`src/rtl/mbx_pkg.sv`:
```
package mbx_pkg;
    localparam int ADDR_W = 16;
    localparam int CORE_W = 10;
    localparam int WORD_W = 32;
    localparam int BYTES  = WORD_W / 8;

    typedef enum logic [1:0] {
        ST_IDLE  = 2'd0,
        ST_FETCH = 2'd1,
        ST_STORE = 2'd2,
        ST_FAULT = 2'd3
    } seq_state_e;

    typedef struct packed {
        logic [ADDR_W-1:0] addr;
        logic [CORE_W-1:0] core;
        logic [BYTES-1:0]  keep;
        logic [WORD_W-1:0] word;
    } mbx_cmd_t;
endpackage

```
`src/rtl/mbx_cmd_decode.sv`:
```
module mbx_cmd_decode
    import mbx_pkg::*;
#(
    parameter logic [11:0]       MAIL_OFS  = 12'h048,
    parameter logic [11:0]       ANY_OFS   = 12'h058,
    parameter logic [11:0]       WINDOW    = 12'h118,
    parameter logic [ADDR_W-1:0] MBOX_BASE = '0,
    parameter int unsigned       NUM_CORES = 4
) (
    input  logic        wide,
    input  logic [11:0] ofs,
    input  logic [63:0] data,
    output logic        hit,
    output logic        id_ok,
    output mbx_cmd_t    cmd
);
    localparam logic [ADDR_W-1:0] MBOX_SLOT0 = MBOX_BASE + ADDR_W'(16'h0020);

    logic in_win;
    logic is_mail;
    logic is_any;
    logic [ADDR_W-1:0] mail_addr;

    assign in_win  = ofs < WINDOW;
    assign is_mail = wide && in_win && (ofs == MAIL_OFS);
    assign is_any  = wide && in_win && (ofs == ANY_OFS);
    assign hit     = is_mail || is_any;

    // word offset: bits 4:2 only, byte lanes and upper bits dropped
    assign mail_addr = MBOX_SLOT0 + ADDR_W'({data[4:2], 2'b00});

    always_comb begin
        cmd.core = data[25:16];
        cmd.keep = data[30:27];
        cmd.word = data[63:32];
        cmd.addr = is_mail ? mail_addr : data[15:0];
    end

    assign id_ok = 32'(cmd.core) < NUM_CORES;
endmodule

```
`src/rtl/mbx_byte_merge.sv`:
```
module mbx_byte_merge
    import mbx_pkg::*;
(
    input  logic [BYTES-1:0]  keep,
    input  logic [WORD_W-1:0] old_word,
    input  logic [WORD_W-1:0] new_word,
    output logic [WORD_W-1:0] merged
);
    for (genvar i = 0; i < BYTES; i++) begin : g_lane
        assign merged[8*i +: 8] = keep[i] ? old_word[8*i +: 8] : new_word[8*i +: 8];
    end
endmodule

```
`src/rtl/mbx_seq_fsm.sv`:
```
module mbx_seq_fsm
    import mbx_pkg::*;
(
    input  logic clk,
    input  logic rst_n,
    input  logic start,
    input  logic id_ok,
    input  logic need_read,
    input  logic ack,
    output logic req,
    output logic we,
    output logic busy,
    output logic ready,
    output logic err,
    output logic load_merge
);
    seq_state_e state_q;
    seq_state_e state_d;

    always_ff @(posedge clk) begin
        if (!rst_n) state_q <= ST_IDLE;
        else        state_q <= state_d;
    end

    always_comb begin
        state_d = state_q;
        unique case (state_q)
            ST_IDLE: begin
                if (start) begin
                    if (!id_ok)         state_d = ST_FAULT;
                    else if (need_read) state_d = ST_FETCH;
                    else                state_d = ST_STORE;
                end
            end
            ST_FETCH: if (ack) state_d = ST_STORE;
            ST_STORE: if (ack) state_d = ST_IDLE;
            ST_FAULT: state_d = ST_IDLE;
            default:  state_d = ST_IDLE;
        endcase
    end

    always_comb begin
        req        = 1'b0;
        we         = 1'b0;
        busy       = 1'b1;
        ready      = 1'b0;
        err        = 1'b0;
        load_merge = 1'b0;
        unique case (state_q)
            ST_IDLE: begin
                busy  = 1'b0;
                ready = 1'b1;
            end
            ST_FETCH: begin
                req        = 1'b1;
                load_merge = ack;
            end
            ST_STORE: begin
                req = 1'b1;
                we  = 1'b1;
            end
            ST_FAULT: err = 1'b1;
            default: ;
        endcase
    end

    p_store_done_r10: assert property (@(posedge clk) disable iff (!rst_n)
        (req && we && ack) |=> !busy);
    p_fault_quiet_r2: assert property (@(posedge clk) disable iff (!rst_n)
        err |-> (!req && busy));
endmodule

```
`src/rtl/mbx_remote_writer.sv`:
```
module mbx_remote_writer
    import mbx_pkg::*;
#(
    parameter logic [11:0]       MAIL_OFS  = 12'h048,
    parameter logic [11:0]       ANY_OFS   = 12'h058,
    parameter logic [11:0]       WINDOW    = 12'h118,
    parameter logic [ADDR_W-1:0] MBOX_BASE = '0,
    parameter int unsigned       NUM_CORES = 4
) (
    input  logic               clk,
    input  logic               rst_n,
    input  logic               cmd_valid,
    output logic               cmd_ready,
    input  logic               cmd_wide,
    input  logic [11:0]        cmd_addr,
    input  logic [63:0]        cmd_data,
    output logic               cmd_err,
    output logic               busy,
    output logic               m_req,
    output logic               m_we,
    output logic [ADDR_W-1:0]  m_addr,
    output logic [WORD_W-1:0]  m_wdata,
    output logic [CORE_W-1:0]  m_core,
    input  logic               m_ack,
    input  logic [WORD_W-1:0]  m_rdata
);
    logic     hit;
    logic     id_ok;
    logic     accept;
    logic     load_merge;
    mbx_cmd_t dec_cmd;
    mbx_cmd_t cmd_q;
    logic [WORD_W-1:0] merged;

    mbx_cmd_decode #(
        .MAIL_OFS (MAIL_OFS),
        .ANY_OFS  (ANY_OFS),
        .WINDOW   (WINDOW),
        .MBOX_BASE(MBOX_BASE),
        .NUM_CORES(NUM_CORES)
    ) u_dec (
        .wide (cmd_wide),
        .ofs  (cmd_addr),
        .data (cmd_data),
        .hit  (hit),
        .id_ok(id_ok),
        .cmd  (dec_cmd)
    );

    assign accept = cmd_valid && cmd_ready && hit;

    mbx_seq_fsm u_fsm (
        .clk       (clk),
        .rst_n     (rst_n),
        .start     (accept),
        .id_ok     (id_ok),
        .need_read (|dec_cmd.keep),
        .ack       (m_ack),
        .req       (m_req),
        .we        (m_we),
        .busy      (busy),
        .ready     (cmd_ready),
        .err       (cmd_err),
        .load_merge(load_merge)
    );

    mbx_byte_merge u_merge (
        .keep    (cmd_q.keep),
        .old_word(m_rdata),
        .new_word(cmd_q.word),
        .merged  (merged)
    );

    always_ff @(posedge clk) begin
        if (!rst_n) begin
            cmd_q <= '0;
        end else if (accept) begin
            cmd_q <= dec_cmd;
        end else if (load_merge) begin
            cmd_q.word <= merged;
        end
    end

    assign m_addr  = cmd_q.addr;
    assign m_wdata = cmd_q.word;
    assign m_core  = cmd_q.core;

    p_req_hold_r9: assert property (@(posedge clk) disable iff (!rst_n)
        (m_req && !m_ack) |=> (m_req && $stable(m_we) && $stable(m_addr)
                               && $stable(m_wdata) && $stable(m_core)));
    p_fetch_then_store_r4: assert property (@(posedge clk) disable iff (!rst_n)
        (m_req && !m_we && m_ack) |=> (m_req && m_we && $stable(m_addr) && $stable(m_core)));
    p_nonzero_fetch_r4: assert property (@(posedge clk) disable iff (!rst_n)
        (accept && id_ok && (dec_cmd.keep != '0)) |=> (m_req && !m_we));
    p_zero_store_r5: assert property (@(posedge clk) disable iff (!rst_n)
        (accept && id_ok && (dec_cmd.keep == '0)) |=> (m_req && m_we));
    p_bad_core_r2: assert property (@(posedge clk) disable iff (!rst_n)
        (accept && !id_ok) |=> cmd_err);
    p_ignored_r1: assert property (@(posedge clk) disable iff (!rst_n)
        (cmd_valid && cmd_ready && !hit) |=> !busy);
endmodule

```
`config.mk`:
```
export PLATFORM = sky130hd
export DESIGN_NAME = mbx_remote_writer
export DESIGN_NICKNAME = d
export VERILOG_FILES = /design/src/rtl/mbx_pkg.sv /design/src/rtl/mbx_cmd_decode.sv /design/src/rtl/mbx_byte_merge.sv /design/src/rtl/mbx_seq_fsm.sv /design/src/rtl/mbx_remote_writer.sv
export SDC_FILE = /design/constraint.sdc
export NUM_CORES = 1
export LEC_CHECK = 0
export BUFFER_PORTS_ARGS = -buffer_cell sky130_fd_sc_hd__buf_2
export CORE_MARGIN = 2
export CORE_UTILIZATION = 45
export CTS_CLUSTER_SIZE = 8
export DETAILED_ROUTE_END_ITERATION = 8
export MAX_ROUTING_LAYER = met4
export PLACE_DENSITY = 0.82
export SETUP_SLACK_MARGIN = 0.1
export SLEW_MARGIN = 20
export SYNTH_ARGS = -nofsm -noshare
export SYNTH_HDL_FRONTEND = slang
export SYNTH_SLANG_ARGS = --single-unit
```
`constraint.sdc`:
```
create_clock -name clk -period 1.8 [get_ports clk]
set_clock_uncertainty 0.05 [all_clocks]
set_input_delay 0.09 -clock clk [delete_from_list [all_inputs] [get_ports clk]]
set_output_delay 0.09 -clock clk [all_outputs]
set_load 0.05 [all_outputs]
```
# After elaboration in Yosys (flattened, before gate mapping)
# Cells that the tools add are included.
word_totals:
  register_bits: 64
  output_inout_bits: 63
  word_cells: 57
classes:
  addsub: 1
  n_lt_le_gt_ge: 2
  eq_ne: 8
  n_mux: 19
  n_reduce_logical: 19
op_table:
  columns: ["operator", "n"]
  rows:
  - ["2-to-1 mux 32 bit", 2]
  - ["2-to-1 mux 8 bit", 4]
  - ["equality test 12 x 7 -> 1 bit (second input constant)", 2]
  - ["2-to-1 mux 16 bit", 1]
  - ["< comparator 12 x 9 -> 1 bit (second input constant)", 1]
  - ["< comparator 10 x 3 -> 1 bit (second input constant)", 1]
  - ["2-to-1 mux 2 bit", 5]
  - ["nonzero test 2 bit", 5]
  - ["one-hot mux 2 bit (4 select lines)", 1]
  - ["AND reduction 2 bit", 4]
  - ["adder 6 x 5 -> 7 bit (first input constant)", 1]
  - ["2-to-1 mux 1 bit", 6]
  - ["inequality test 2 bit (second input constant)", 3]
  - ["logical AND 1 bit", 5]
  - ["equality test 2 bit (second input constant)", 2]
  - ["OR reduction 4 bit", 1]
  - ["AND reduction 3 bit", 1]
  - ["equality test 2 x 1 -> 1 bit (second input constant)", 1]
  - ["logical NOT 2 bit", 1]
  - ["OR reduction 2 bit", 1]
  - ["logical OR 1 bit", 1]

# Logic depth before layout (Yosys ltp)
# Gate-level depths: netlist (run 1).
logic_depth:
  depth_word: 7
  depth_mapped: 8
  depth_no_buf: 6

# Cells and area by module
# Synthesis (run 1) repeated with hierarchy kept, for this count alone.
unflattened:
  hier_cells: 483
  hier_area_um2: 4939.7
by_module_without_submodules:
  columns: ["module", "n_inst", "cells_per_inst", "area_per_inst_um2", "seq_area_each_um2"]
  rows:
  - ["mbx_remote_writer", 1, 339, 3492.1, 1241.2]
  - ["mbx_cmd_decode", 1, 87, 732.0, 0.0]
  - ["mbx_byte_merge", 1, 36, 525.5, 0.0]
  - ["mbx_seq_fsm", 1, 21, 190.2, 40.0]

# Worst setup path before layout (run 1)
# Ideal clock, no wire load.
synth_path:
  kind: "register to register"
  startpoint: "register u_fsm.state_q[0]"
  endpoint: "register cmd_q, in the netlist m_wdata[15]"
  setup_time_ps: 116
  arrival_ps: 1832
  slack_ps: -198
  path_stages_with_launch: 8
  n_path_buf: 2
  synth_period_minus_slack_ps: 1998
  path_cell_list: "dfxtp_1 inv_1 ha_1 and3b_1 nand4_1 buf_4 buf_6 o211a_1"
synth_between:
  elab_chain_cells: 6
synth_rtl:
  columns: ["item", "line_no", "rtl"]
  rows:
  - ["from (decl)", "mbx_seq_fsm.sv:17", "seq_state_e state_q;"]
  - ["from (signal assigned)", "mbx_seq_fsm.sv:22", "else state_q <= state_d;"]
  - ["logical NOT 2 bit *", "mbx_seq_fsm.sv:49", "unique case (state_q)"]
  - ["2-to-1 mux 1 bit *", "mbx_seq_fsm.sv:49", null]
  - ["via cmd_ready", "mbx_remote_writer.sv:13", "output logic cmd_ready,"]
  - ["logical AND 1 bit * (2 in series)", "mbx_remote_writer.sv:50", "assign accept = cmd_valid && cmd_ready && hit;"]
  - ["nonzero test 2 bit (no source line)", null, null]
  - ["AND reduction 2 bit (no source line)", null, null]
  - ["to (signal assigned)", "mbx_remote_writer.sv:78", "cmd_q <= dec_cmd;"]
  - ["to (decl)", "mbx_remote_writer.sv:32", "mbx_cmd_t cmd_q;"]
# Mark *: on every way through the listed nets, which the timed path passes. The rest lies on a longest branch.
# A chain may end at the register's enable or synchronous reset.

# Worst setup path after layout (run 1)
layout_path:
  startpoint: "register u_fsm.state_q[0]"
  endpoint: "register cmd_q, in the netlist m_wdata[28]"
layout_between:
  elab_chain_cells: 6
layout_rtl:
  columns: ["item", "line_no"]
  rows:
  - ["logical NOT 2 bit", "mbx_seq_fsm.sv:49"]
  - ["2-to-1 mux 1 bit", "mbx_seq_fsm.sv:49"]
  - ["logical AND 1 bit (2 in series)", "mbx_remote_writer.sv:50"]
  - ["nonzero test 2 bit (no source line)", null]
  - ["AND reduction 2 bit (no source line)", null]
# Several ways; a longest one is shown, not always the timed one.

==> results of run 1 <==
registers in the layout, summed over array words and instances, names as in the netlist:
name,flops
cmd_q,4
m_core,10
m_wdata,32
u_fsm.state_q,2
m_addr,16
worst max path at each step:
stage                     slack, ns          end  cells past startpoint              from
after detailed placement       0.07  m_wdata[21]                      7  u_fsm.state_q[0]
after floorplan                0.10  m_wdata[15]                      7  u_fsm.state_q[0]
final                          0.21  m_wdata[28]                      8  u_fsm.state_q[0]
after global routing           0.11  m_wdata[11]                      7  u_fsm.state_q[1]
after global placement         0.14   m_wdata[0]                      6  u_fsm.state_q[0]
after CTS                      0.21  m_wdata[28]                      8  u_fsm.state_q[0]
final cells by class:
class                           instances  share of cell area (%)
Sequential cell                        64                    26.6
Inverter                                3                   0.233
Multi-Input combinational cell        215                    30.5
Tap cell                               99                    2.56
Timing Repair Buffer                  247                    34.9
Clock inverter                          5                    2.12
Clock buffer                           11                    3.13
metrics by stage:
stage | instances | util [%]
6_report | 644 | 67.0
5_1_grt | 644 | 67.0
4_1_cts | 643 | 66.8
3_5_place_dp | 564 | 54.2
3_3_place_gp | 564 | 54.2
2_1_floorplan | 364 | -
synthesized netlist by cell type:
| master | number |
|---|---|
| mux2i_1 | 33 |
| nand3_1 | 17 |
| o221ai_1 | 1 |
| a21boi_0 | 1 |
| o211a_1 | 33 |
| nand4_1 | 1 |
| or4_1 | 1 |
| nor2b_1 | 1 |
| and4b_1 | 1 |
| buf_2 | 1 |
| o21ai_0 | 1 |
| a21oi_1 | 1 |
| nor4_4 | 1 |
| ha_1 | 4 |
| inv_1 | 3 |
| a21boi_1 | 28 |
| buf_4 | 60 |
| and4_1 | 1 |
| nor4_1 | 2 |
| o21bai_1 | 1 |
| nand3b_1 | 1 |
| dfxtp_1 | 64 |
| nand2_1 | 82 |
| o2111ai_1 | 1 |
| clkbuf_1 | 13 |
| nor3_1 | 1 |
| buf_6 | 8 |
| o22ai_1 | 1 |
| and3b_1 | 1 |
power groups by stage:
stage | Sequential, µW | Clock, µW | Combinational (µW)
floorplan | 1450 | 0 | 43.8
global placement | 1450 | 0 | 177
detailed placement | 1450 | 0 | 182
CTS | 1410 | 1600 | 284
global route | 1410 | 1660 | 311
finish | 1420 | 1560 | 291
layer usage:
layer  global-route usage, %  routed length [µm]
met5                       -                   0
met4                    8.21                  87
met3                    4.02                 534
met2                    42.7                4920
met1                    25.6                3830
cell families after synthesis:
group / count (synthesis)
AOI/OAI and AO/OA: 68
buffers and inverters: 85
and+or+nand+nor: 110
adders and majority gates: 4
muxes: 33
DFF: 64
timing repair:
| item | 4_1_cts | 5_1_grt |
|---|---|---|
| setup buffers | 1 | 1 |
| endpoints found under the hold margin | 61 | 0 |
| hold buffers | 61 | 0 |
| resized for setup | 6 | 3 |
| endpoints found under the setup margin | 26 | 14 |
| cloned | 1 | 0 |
| pin swaps | 0 | 1 |
critical path, delay by kind of cell (launching register included):
kind	cells	cell delay (ns)
compound gates	1	0.13
fa+ha+maj	1	0.16
flops	1	0.37
simple gates	3	0.34
buf+inv	3	0.41
==> impl_metrics.tcl, run 1 <==
set metrics [dict create \
    drv_cap 0 \
    setup_viol 0 \
    regArea_um2 1280 \
    startpoint_type "flop" \
    layout_commonest_cell "buf_2" \
    multi_input_area_um2 1470 \
    setup_tns_ns 0 \
    synth_top_family_by_area "buffers and inverters" \
    outcome "finished, final reports clean" \
    worstSetupEndpointType "flop" \
    ys_ff_latch 64 \
    required_ns 1.97 \
    cts_tree "built" \
    postSynthCellCount 364 \
    cts.sinks 64 \
    vias 3164 \
    synth_cell_types 29 \
    clockRootBuffer "clkbuf_8" \
    syn_nets 481 \
    die_w_um 90.2 \
    place_congestion 0.746 \
    path_cells "inv_2 -> ha_4 -> and3b_1 -> nand4_1 -> buf_6 -> buf_12 -> nand2_1 -> o211a_1" \
    fin_area_um2 4830 \
    port_buffers 173 \
    routed_via_density 4.91 \
    die-area_um2 8140 \
    worstReg2RegStart "u_fsm.state_q[0]" \
    path_class "reg2reg" \
    coreArea_um2 7210 \
    rsz0062_at_grt "false" \
    n_fill_cell 556 \
    power_uw 3270 \
    syn_area_um2 3340 \
    synthSimpleGateAreaFrac_pct 14.6 \
    worst_slew_pin_slew_ns 0.439 \
    clk_pin_slew_ns 0.07 \
    hold_class "in2reg" \
    drt_iter0_markers 44 \
    avgSynthCellArea_um2 9.18 \
    finalWirelength_um 9370 \
    nNetsFinal 657 \
    powerDensity_nw_per_um2 676 \
    finalWorstSetupSlack_ns 0.210 \
    die_y_um 90.2 \
    comb_power_share_pct 8.9 \
    antennaDiodeCount 0 \
    p_sw_share_pct 20.3 \
    final_cell_mix "buf_2, nand2_1, dfxtp_1" \
    cts_made_buffers 9 \
    critical_path.max_stage_delay_ns 0.37 \
    switching_power_uw 662 \
    reg2reg_to "m_wdata[28]" \
    avgRoutedWirePerCell_um 14.6 \
    antenna_found_initial 0 \
    drive_gt1_share_pct 38.5 \
    ir_drop_v 0.000344 \
    slew_headroom_pct 70.5 \
    seq_area_frac_synth_pct 38.3 \
    clock.fmax_ghz 0.629 \
    post-route-period-util_pct 88.3 \
    seqPwrFrac_pct 43.3 \
    hold_viol 0 \
    drtAntennaViolNets 0 \
    muxShareOfSynthArea_pct 9.88 \
    hold_ws_ns 0.0552 \
    intPower_uw 2600 \
    yosys.area.top_type "dfxtp_1" \
    rr_worst_depth 8 \
    yosys_warnings 0 \
    grt_util_all_layers_pct 23.4 \
    r2r_slack_ns 0.21 \
    dp_slack_ns 0.0745 \
    cts_max_path_buffers 2 \
    floorplan.io_pins 176 \
    yosysTopAreaCellShare_pct 38.3 \
    whs_path_depth 3 \
    p_leak_uw 0.00289 \
    finalCriticalPeriod_ns 1.59 \
    placed_cell_area_um2 3910 \
    synth_area_leaders "dfxtp_1, buf_4, mux2i_1" \
    overflow 0 \
    synth_fa_ha_area_share_pct 1.50 \
    start_util_pct 46.3 \
    firstDrtPassIters 4 \
    post-dp-hpwl_um 5940 \
    crit_fanout 37 \
    power.share.clock_pct 47.8 \
    synth_compound_area_share_pct 17.6 \
    hold_end "m_addr[5]" \
    cp_data_arrival_time_ns 1.76 \
    clkLatencyLatePin_ns 0.33 \
    grt_pass1_wl_um 15200 \
    grt_pass1_vias 3273 \
    critPathSlowestCell "dfxtp_2" \
    synth_xor_area_share_pct 0 \
    rows 31 \
    grt_max_degree 38 \
    worstHoldStart "cmd_data[5]" \
    area_growth_pct 44.5 \
    htreeDepth 3 \
    drv_slew 0 \
    route.detailed.drc 0 \
]
(Power assumes the default switching activity.)
==> inputs of run 2 (changes only) <==
- BUFFER_PORTS_ARGS: -buffer_cell sky130_fd_sc_hd__buf_2 -> default
- CORE_UTILIZATION: 45 -> 49
- DONT_BUFFER_PORTS: default -> 1
- PLACE_DENSITY: 0.82 -> 0.66
==> run 2 against run 1 <==
Die area fell by 7.8%. Non-clock buffer count fell by 91. Critical path type unchanged. Critical path depth fell by 1. Power fell by 17%.
==> impl_metrics.tcl, run 2 (same netlist as run 1, synthesis figures left out) <==
set metrics [dict create \
    htreeDepth 3 \
    crit_start "u_fsm.state_q[1]" \
    finalNonFillerCells 534 \
    cts_made_buffers 9 \
    drtAntennaViolNets 0 \
    hold_class "in2reg" \
    r2r_slack_ns 0.17 \
    clock.fmax_ghz 0.615 \
    firstDrtPassIters 4 \
    vias 2897 \
    grt_max_degree 67 \
    finalWirelength_um 9260 \
    worst_slew_pin_slew_ns 0.519 \
    rr_worst_depth 7 \
    clkLatencyLatePin_ns 0.33 \
    final_cell_mix "dlygate4sd3_1, nand2_1, dfxtp_1" \
    p_sw_share_pct 22.5 \
    busiest_layer "met2" \
    finalCriticalPeriod_ns 1.63 \
    whs_path_depth 4 \
    start_util_pct 50.0 \
    reg2reg_to "m_wdata[13]" \
    crit_end "m_wdata[13]" \
    place_congestion 0.702 \
    cts_tree "built" \
    cp_data_arrival_time_ns 1.80 \
    grt_util_all_layers_pct 22.9 \
    place_inst 418 \
    seqPwrFrac_pct 52.0 \
    floorplan.io_pins 176 \
    avgRoutedWirePerCell_um 17.3 \
    largest_register_ffs 32 \
    die_w_um 86.6 \
    use_met1_pct 25.4 \
    met2_usage_pct 39.2 \
    powerDensity_nw_per_um2 591 \
    power.share.clock_pct 39.4 \
    path_class "reg2reg" \
    crit_fanout 8 \
    worstSetupEndpointType "flop" \
    post-route-period-util_pct 90.3 \
    nNetsFinal 566 \
    clk_pin_slew_ns 0.07 \
    drt_iter0_markers 129 \
    hold_viol 0 \
    p_leak_uw 0.00248 \
    startpoint_type "flop" \
    drv_slew 0 \
    antennaDiodeCount 0 \
    die_y_um 86.6 \
    setup_viol 0 \
    antenna_found_initial 0 \
    clockRootBuffer "clkbuf_8" \
    rsz0062_at_grt "false" \
    route.detailed.drc 0 \
    slew_headroom_pct 65.4 \
    gr-usage-met3_pct 5.14 \
    overflow 0 \
    required_ns 1.97 \
    cts.sinks 64 \
    intPower_uw 2110 \
    grt_pass1_vias 2726 \
    drv_cap 0 \
    post-dp-hpwl_um 4860 \
    port_buffers 0 \
    cts_max_path_buffers 2 \
    coreArea_um2 6680 \
    outcome "finished, final reports clean" \
    die-area_um2 7500 \
    ir_drop_v 0.000448 \
    switching_power_uw 612 \
    setup_tns_ns 0 \
    worstReg2RegStart "u_fsm.state_q[1]" \
    area_growth_pct 37.6 \
    rows 30 \
    comb_power_share_pct 8.5 \
    layout_commonest_cell "dlygate4sd3_1" \
    drive_gt1_share_pct 17.8 \
    grt_pass1_wl_um 13000 \
    routed_via_density 5.43 \
]
[run 2: cell count changes in the layout (fill, tap and decap cells not counted), sizes merged]
cell	before	now
bufinv	3	0
clkinv	1	4
dlygate4sd3	61	95
buf	186	59
clkbuf	11	14
clkinvlp	1	0
[run 2: power by group through the flow]
stage	Combinational, µW	Clock, µW	Sequential [µW]
final	232	1070	1420
after detailed placement	24.8	0	1450
after global placement	24.4	0	1450
after CTS	224	1090	1420
after floorplan	43.8	0	1450
after global routing	245	1170	1410
[run 2: through the flow]
step           power [µW]  hold slack [ns]  instance area (µm²)  utilization [%]  setup slack (ns)
4_1_cts              2730           0.0188                 4510             67.5             0.110
3_3_place_gp         1470            0.179                 3370             50.4             0.182
6_report             2720           0.0430                 4600             68.9             0.175
2_1_floorplan        1490            0.179                 3360                -             0.104
5_1_grt              2830           0.0559                 4600             68.9            0.0939
3_5_place_dp         1470            0.183                 3370             50.4             0.116
[run 2: metal layers]
layer,wire [µm],vias to the layer above
li1,-,1368
met1,3710,1375
met2,4700,135
met3,650,19
met4,204,0
met5,0,-
[run 2: how the worst min path moves through the flow]
stage / from / to / slack [ns]
4_1_cts: cmd_addr[5] / u_fsm.state_q[1] / 0.02
3_5_place_dp: rst_n / m_wdata[5] / 0.18
3_3_place_gp: rst_n / m_wdata[7] / 0.18
6_report: cmd_addr[5] / u_fsm.state_q[1] / 0.04
2_1_floorplan: cmd_data[27] / cmd_q[32] / 0.18
5_1_grt: cmd_addr[5] / u_fsm.state_q[1] / 0.06
[run 2: cell type report]
cell class	instances	area [µm²]
Clock inverter	4	20.0
Fill cell	489	2080
Sequential cell	64	1280
Multi-Input combinational cell	215	1490
Tap cell	80	100
Inverter	3	11.3
Timing Repair Buffer	156	1550
Clock buffer	12	145
[run 2: timing repair]
item | CTS | global route
hold endpoints to repair | 64 | 0
setup buffers | 0 | 1
resized for setup | 0 | 8
setup endpoints to repair | 0 | 41
hold buffers | 96 | 0
[run 2: worst max-delay path: stages, from the launching register on]
cell and delay (ns):
dfxtp_1 0.39, inv_2 0.09, ha_4 0.19, nand3_1 0.15
buf_12 0.16, mux2i_2 0.25, nand2_1 0.11, o211a_1 0.14
